$ cat src/rtl/xtrig_router.sv
module xtrig_router #(
  parameter int          N_TI       = 8,
  parameter int          N_TO       = 8,
  parameter int          N_CH       = 4,
  parameter int          AW         = 12,
  parameter logic [31:0] UNLOCK_KEY = 32'h5EC0_17AB,
  parameter logic [63:0] ID_CODE    = 64'h0DE1_7A2C_00B9_0433
) (
  input  logic            clk,
  input  logic            rst_n,
  input  logic            bus_wr,
  input  logic [AW-1:0]   bus_addr,
  input  logic [31:0]     bus_wdata,
  output logic [31:0]     bus_rdata,
  input  logic [N_TI-1:0] trig_in,
  output logic [N_TO-1:0] trig_out
);
  localparam logic [AW-1:0] A_CTRL  = AW'(12'h000);
  localparam logic [AW-1:0] A_ACK   = AW'(12'h010);
  localparam logic [AW-1:0] A_SET   = AW'(12'h014);
  localparam logic [AW-1:0] A_CLR   = AW'(12'h018);
  localparam logic [AW-1:0] A_PULSE = AW'(12'h01C);
  localparam int            A_INM   = 12'h020;
  localparam int            A_OUTM  = 12'h0A0;
  localparam logic [AW-1:0] A_STTI  = AW'(12'h130);
  localparam logic [AW-1:0] A_STTO  = AW'(12'h134);
  localparam logic [AW-1:0] A_STCI  = AW'(12'h138);
  localparam logic [AW-1:0] A_STCO  = AW'(12'h13C);
  localparam logic [AW-1:0] A_LAR   = AW'(12'hFB0);
  localparam logic [AW-1:0] A_LSR   = AW'(12'hFB4);
  localparam int            A_ID    = 12'hFE0;
  localparam int            N_ID    = 8;

  logic            en_q, locked_q;
  logic [N_CH-1:0] in_mask_q [N_TI];
  logic [N_CH-1:0] out_mask_q [N_TO];
  logic [N_CH-1:0] app_q, pulse_q, chan_trig, chan_act;
  logic [N_TO-1:0] trig_q, out_hit, ack_bits;

  wire wr_ok = bus_wr & ~locked_q;

  assign trig_out = trig_q;
  assign ack_bits = (wr_ok && bus_addr == A_ACK) ? bus_wdata[N_TO-1:0] : '0;

  always_comb begin
    chan_trig = '0;
    for (int n = 0; n < N_TI; n++)
      if (trig_in[n]) chan_trig = chan_trig | in_mask_q[n];
  end

  assign chan_act = chan_trig | app_q | pulse_q;

  for (genvar m = 0; m < N_TO; m++) begin : g_out
    assign out_hit[m] = en_q & (|(chan_act & out_mask_q[m]));
    always_ff @(posedge clk)
      if (!rst_n) out_mask_q[m] <= '0;
      else if (wr_ok && bus_addr == AW'(A_OUTM + 4*m)) out_mask_q[m] <= bus_wdata[N_CH-1:0];
  end

  for (genvar n = 0; n < N_TI; n++) begin : g_in
    always_ff @(posedge clk)
      if (!rst_n) in_mask_q[n] <= '0;
      else if (wr_ok && bus_addr == AW'(A_INM + 4*n)) in_mask_q[n] <= bus_wdata[N_CH-1:0];
  end

  always_ff @(posedge clk) begin
    if (!rst_n) begin
      en_q     <= 1'b0;
      locked_q <= 1'b1;
      app_q    <= '0;
      pulse_q  <= '0;
      trig_q   <= '0;
    end else begin
      if (bus_wr && bus_addr == A_LAR) locked_q <= (bus_wdata != UNLOCK_KEY);
      if (wr_ok && bus_addr == A_CTRL) en_q <= bus_wdata[0];
      if (wr_ok && bus_addr == A_SET)      app_q <= app_q | bus_wdata[N_CH-1:0];
      else if (wr_ok && bus_addr == A_CLR) app_q <= app_q & ~bus_wdata[N_CH-1:0];
      pulse_q <= (wr_ok && bus_addr == A_PULSE) ? bus_wdata[N_CH-1:0] : '0;
      trig_q  <= (trig_q & ~ack_bits) | out_hit;
    end
  end

  always_comb begin
    bus_rdata = '0;
    case (bus_addr)
      A_CTRL: bus_rdata[0]        = en_q;
      A_SET:  bus_rdata[N_CH-1:0] = app_q;
      A_STTI: bus_rdata[N_TI-1:0] = trig_in;
      A_STTO: bus_rdata[N_TO-1:0] = trig_q;
      A_STCI: bus_rdata[N_CH-1:0] = chan_trig;
      A_STCO: bus_rdata[N_CH-1:0] = chan_act;
      A_LSR:  bus_rdata[1:0]      = {locked_q, 1'b1};
      default: ;
    endcase
    for (int n = 0; n < N_TI; n++)
      if (bus_addr == AW'(A_INM + 4*n)) bus_rdata[N_CH-1:0] = in_mask_q[n];
    for (int m = 0; m < N_TO; m++)
      if (bus_addr == AW'(A_OUTM + 4*m)) bus_rdata[N_CH-1:0] = out_mask_q[m];
    for (int i = 0; i < N_ID; i++)
      if (bus_addr == AW'(A_ID + 4*i)) bus_rdata[7:0] = ID_CODE[i*8 +: 8];
  end
endmodule

$ cat config.mk
export PLATFORM = sky130hd
export DESIGN_NAME = xtrig_router
export DESIGN_NICKNAME = d
export VERILOG_FILES = /design/src/rtl/xtrig_router.sv
export SDC_FILE = /design/constraint.sdc
export NUM_CORES = 1
export LEC_CHECK = 0
export ABC_AREA = 1
export CORE_ASPECT_RATIO = 1.5
export CORE_MARGIN = 2
export CORE_UTILIZATION = 58
export CTS_CLUSTER_DIAMETER = 120
export DETAILED_ROUTE_END_ITERATION = 10
export PLACE_DENSITY = 0.95
export SETUP_SLACK_MARGIN = 0.3
export SKIP_CTS_REPAIR_TIMING = 1
export SLEW_MARGIN = 20
export SYNTH_ARGS = -nofsm -noshare
export SYNTH_HDL_FRONTEND = slang
export SYNTH_SLANG_ARGS = --single-unit
$ cat constraint.sdc
create_clock -name clk -period 7.5 [get_ports clk]
set_input_delay 1.5 -clock clk [delete_from_list [all_inputs] [get_ports clk]]
set_output_delay 1.5 -clock clk [all_outputs]
set_load 0.05 [all_outputs]
## Word level (Yosys, flattened, before mapping)

Memories as Yosys holds them, arrays and structs flattened.
Cells that the tools add are included.

| storage, ports and cells | value |
|---|---|
| register bits | 18 |
| latch bits | 0 |
| bits in writable memories | 64 |
| ROM bits | 0 |
| input bits | 55 |
| logic and storage cells | 228 |
| memories kept | 2 |

| cells by class | value |
|---|---|
| add/sub/neg operators | 0 |
| $mul | 0 |
| div/mod/pow operators | 0 |
| $lt $le $gt $ge | 0 |
| eq/ne operators | 35 |
| shift operators | 0 |
| mux-type cells | 104 |
| bitwise gates (word level) | 49 |
| reductions and logical operators | 33 |

Memories:

| name | depth | bits a word | rd ports | clocked after memory_dff | write ports | RTL line | source |
|---|---|---|---|---|---|---|---|
| in_mask_q | 8 | 4 | 8 | 0 | 8 | 35 | `logic [N_CH-1:0] in_mask_q [N_TI];` |
| out_mask_q | 8 | 4 | 8 | 0 | 8 | 36 | `logic [N_CH-1:0] out_mask_q [N_TO];` |

Operators by type and width:

| cell | number |
|---|---|
| two-way mux 4 bit | 42 |
| == test 12 bit, second input constant | 10 |
| == test 12 x 6 -> 1 bit, second input constant | 8 |
| == test 12 x 8 -> 1 bit, second input constant | 8 |
| two-way mux 8 bit | 9 |
| two-way mux 1 bit | 49 |
| == test 12 x 5 -> 1 bit, second input constant | 4 |
| == test 12 x 9 -> 1 bit, second input constant | 4 |
| bitwise OR 4 bit | 10 |
| AND 4 bit | 9 |
| inequality test 32 x 31 -> 1 bit, second input constant | 1 |
| OR reduction 4 bit | 8 |
| logical AND 1 bit | 22 |
| bitwise OR 1 bit | 16 |
| zero test 12 bit | 1 |
| one-hot mux 2 bit (5 select lines) | 1 |
| AND 1 bit | 9 |
| AND 8 bit | 1 |
| NOT 8 bit | 1 |
| bitwise OR 8 bit | 1 |
| one-hot mux 4 bit (2 select lines) | 1 |
| one-hot mux 1 bit (7 select lines) | 1 |
| one-hot mux 1 bit (6 select lines) | 1 |
| NOT 4 bit | 1 |
| 3 further kinds | 3 |

## Logic depth before layout (Yosys ltp)

An unclocked memory read counts as a cell.

| logic depth | value |
|---|---|
| depth after elaboration | 43 |
| depth in mapped cells | 25 |
| depth with buffers taken out | 25 |

## Least setup slack after synthesis

Ideal clock, no wire load.

| timing | value |
|---|---|
| path kind | input to output |
| from | input port bus_addr[2] |
| to | output port bus_rdata[1] |
| data arrival time | 3335 ps |
| required time | 6000 ps |
| setup slack | 2665 ps |
| stages | 20 |
| buffers on the path | 1 |
| cell sequence | buf_4 -> inv_2 -> nand3_1 -> nor2_2 -> inv_2 -> nor2_2 -> inv_2 -> or2_0 -> nand2_1 -> nand2_1 -> nand2_1 -> nand2_1 -> nand2_1 -> nand2_1 -> nand2_1 -> nand2_1 -> nand2_1 -> nand3_1 -> nand2_1 -> nand3_1 |

| on the way | value |
|---|---|
| longest elaborated chain between the ends | 26 |
| elaborated cells between the ends (all ways) | 55 |
| classes of those cells | eq/ne: 30; mux: 25 |

RTL lines:

| element | RTL line | source |
|---|---|---|
| start, declared | 12 | `input logic [AW-1:0] bus_addr,` |
| == test 12 bit, or another cell as far along | 85 | `case (bus_addr)` |
| one-hot mux 1 bit (6 select lines) | 85 |  |
| two-way mux 4 bit (8 in a row) | 96 | `if (bus_addr == AW'(A_INM + 4*n)) bus_rdata[N_CH-1:0] = in_mask_q[n];` |
| two-way mux 4 bit (8 in a row) | 98 | `if (bus_addr == AW'(A_OUTM + 4*m)) bus_rdata[N_CH-1:0] = out_mask_q[m];` |
| two-way mux 8 bit (7 in a row) | 100 | `if (bus_addr == AW'(A_ID + 4*i)) bus_rdata[7:0] = ID_CODE[i*8 +: 8];` |
| two-way mux 8 bit (*) | 100 |  |
| end, declared | 14 | `output logic [31:0] bus_rdata,` |

Every way passes the cells marked *; elsewhere a longest branch is shown, timed or not.

## Worst setup path in the final report

| timing | value |
|---|---|
| from | input port bus_addr[2] |
| to | output port bus_rdata[0] |

| on the way | value |
|---|---|
| longest elaborated chain between the ends | 26 |
| elaborated cells between the ends (all ways) | 56 |
| classes of those cells | eq/ne: 30; mux: 25; reduce/logical: 1 |

RTL lines:

| element | RTL line |
|---|---|
| == test 12 bit, or another cell as far along | 85 |
| one-hot mux 1 bit (7 select lines) | 85 |
| two-way mux 4 bit (8 in a row) | 96 |
| two-way mux 4 bit (8 in a row) | 98 |
| two-way mux 8 bit (7 in a row) | 100 |
| two-way mux 8 bit (*) | 100 |

Marks and branches as above.

==> flow_metrics.tcl <==
set metrics [dict create \
    ir_worst_vdd_uv 163 \
    antenna_found_initial 0 \
    ant_nets 0 \
    drt-initial-drc-count 596 \
    fin_skew_ns 0.0131 \
    netlist_area_um2 5300 \
    ctsLongestPathBuffers 2 \
    ys_ff_latch 82 \
    wl_um 17400 \
    finalMaxSlewViolations 0 \
    cts-root-buf "clkbuf_16" \
    dr.pass1.iters 6 \
    die_area_um2 9930 \
    dp_hpwl_um 13000 \
    htreeDepth 3 \
    max-cap-violations 0 \
    holdWs_ns 0.510 \
    synth_top_area_share_pct 36.3 \
    die_x_um 82.0 \
    gp_congestion 0.988 \
    avgSynthCellArea_um2 7.12 \
    path_clk_slew_ns 0.06 \
    avgRoutedWirePerCell_um 18.8 \
    layout_common_cells "182 x nand2_1, 133 x nor2_1, 78 x inv_1" \
    setup_viol 0 \
    status "complete, no violations" \
    diodes 0 \
    finalPower_uw 1090 \
    cp.arrival_ns 5.19 \
    timing.final.crit_share_pct 89.2 \
    crit_type "input pin to output pin" \
    synth_cell_types 34 \
    hold_viol_final 0 \
    clock_latency_ns 0.35 \
    start_util_pct 60.0 \
    chipHeight_um 121 \
    fin_crit_ns 6.69 \
    core_um2 8830 \
    vias_per_cell 5.87 \
    required_ns 6.00 \
    vias 5423 \
    grt_pass1_wl_um 26400 \
    postSynthCellCount 744 \
    cp-end-kind "output pin" \
    grt_usage_pct 36.6 \
    grt_max_degree 40 \
    ioPinCount 95 \
    portBuffers 70 \
    yosysTopAreaCell "edfxtp_1" \
    drc_errors 0 \
    worst_pin_slew_ns 0.944 \
    synth_edf_count 64 \
    cts_tree "built" \
    fmax_mhz 149 \
    p_leak_uw 0.00270 \
    crit_path_start_kind "input pin" \
    cts_buffers 9 \
    grt_pass1_vias 5148 \
    cts.sinks 82 \
    mostFrequentLayoutCell "nand2_1" \
    synth-async-reset-ratio_pct 0 \
    fin_nets 864 \
    rows 42 \
    drive_gt1_share_pct 7.99 \
    hold_class "flip-flop to flip-flop" \
    rsz0062_at_grt "no" \
    layout-area-overhead-vs-synth_pct 18.6 \
    synthTopCellsByArea "edfxtp_1 36%, nand2_1 13%, nor2_1 9.4%, dfxtp_1 6.8%, inv_1 5.5%" \
    yosysWarnings 0 \
    synth_ff_type "edfxtp_1" \
    max_slew_margin_pct 37.0 \
    overflow 0 \
    powerDensity_nw_per_um2 174 \
    ys_seq_area_share_pct 43.1 \
    fin_tns_setup_ns 0 \
    crit_fanout 11 \
]
## state kept, by name (all words and copies together), names as in the netlist, named ones only
| name | count |
|---|---|
| out_mask_q | 32 |
| locked_q | 1 |
| trig_out | 8 |
| in_mask_q | 32 |
| en_q | 1 |
| pulse_q | 4 |
## routing by layer
| layer | up-vias | wire (um) | GRT usage [%] |
|---|---|---|---|
| li1 | 2495 | - | - |
| met1 | 2496 | 6240 | 44.6 |
| met2 | 361 | 8870 | 61.6 |
| met3 | 71 | 1470 | 6.18 |
| met4 | 0 | 807 | 17.8 |
| met5 | - | 0 | 0 |
## cell type report
| class | count | area, um2 |
|---|---|---|
| fill | 724 | 2540 |
| clock inverter | 7 | 77.6 |
| tap | 110 | 138 |
| sequential | 82 | 2280 |
| inverter | 99 | 372 |
| multi-input combinational | 545 | 2470 |
| timing repair buffer | 72 | 716 |
| clock buffer | 9 | 225 |
## metrics by stage
stage	cell area, um2	std cells	util, %	worst slack, ns
after floorplan	5380	767	-	2.66
after global placement	5980	908	67.8	1.03
after detailed placement	5980	908	67.8	0.945
after CTS	6280	924	71.2	0.921
after global routing	6280	924	71.2	0.581
final	6280	924	71.2	0.809
## logic make-up after synthesis
logic type,Yosys count,synth area share (%)
other cells,1,0.0708
flops,82,43.1
compound gates,104,11.1
buf+inv,140,11.8
simple gates,417,33.9
## cells in the mapped netlist, types with 2 or more instances
cell / instances
a21oi_1: 30
or2_1: 2
o311a_1: 2
nor4_1: 6
inv_1: 78
buf_4: 27
nand3b_1: 2
inv_2: 20
a22o_1: 7
dfxtp_1: 18
nor2_4: 2
o21ai_0: 55
a211oi_1: 2
nand2_1: 182
buf_1: 2
nand2_2: 9
o2111ai_1: 3
nand4_1: 9
o21ai_1: 2
nor2_1: 133
o211a_1: 3
edfxtp_1: 64
nor2_2: 11
nor3_1: 2
clkbuf_1: 12
nand3_1: 53
## power by group
part / internal, uW / leakage (uW) / total (uW) / switching, uW
logic: 38.1 / 0.00176 / 125 / 87.4
clock network: 261 / 0.000140 / 459 / 198
registers: 500 / 0.000806 / 508 / 7.69
total: 799 / 0.00270 / 1090 / 293
## worst paths after layout
check,startpoint,to,cells after the start,slack (ns)
hold reg to reg,trig_out[6],trig_out[6],2,0.51
hold / removal,trig_out[6],trig_out[6],2,0.51
setup / recovery,bus_addr[2],bus_rdata[0],26,0.81
setup reg to reg,locked_q,flip-flop,7,5.11
## critical path, stage by stage
cell and delay (ns):
clkdlybuf4s50_1 0.78, nand2_2 0.12, nor2_4 0.29, nand2_4 0.14, inv_2 0.15, nand3_1 0.08
nand2_1 0.09, nor2_1 0.05, nand4_1 0.10, nand2_1 0.06, nand2_1 0.08, nand2_1 0.06
nand2_1 0.06, nand2_1 0.05, nand2_1 0.06, nand2_1 0.06, nand2_1 0.06, nand2_1 0.08
nand3_1 0.10, nand2_1 0.07, nand2_1 0.06, nand2_1 0.06, nand2_1 0.07, nand2_1 0.05
nand2_1 0.06, clkdlybuf4s50_1 0.83
Power figures use the tool's default switching activity.
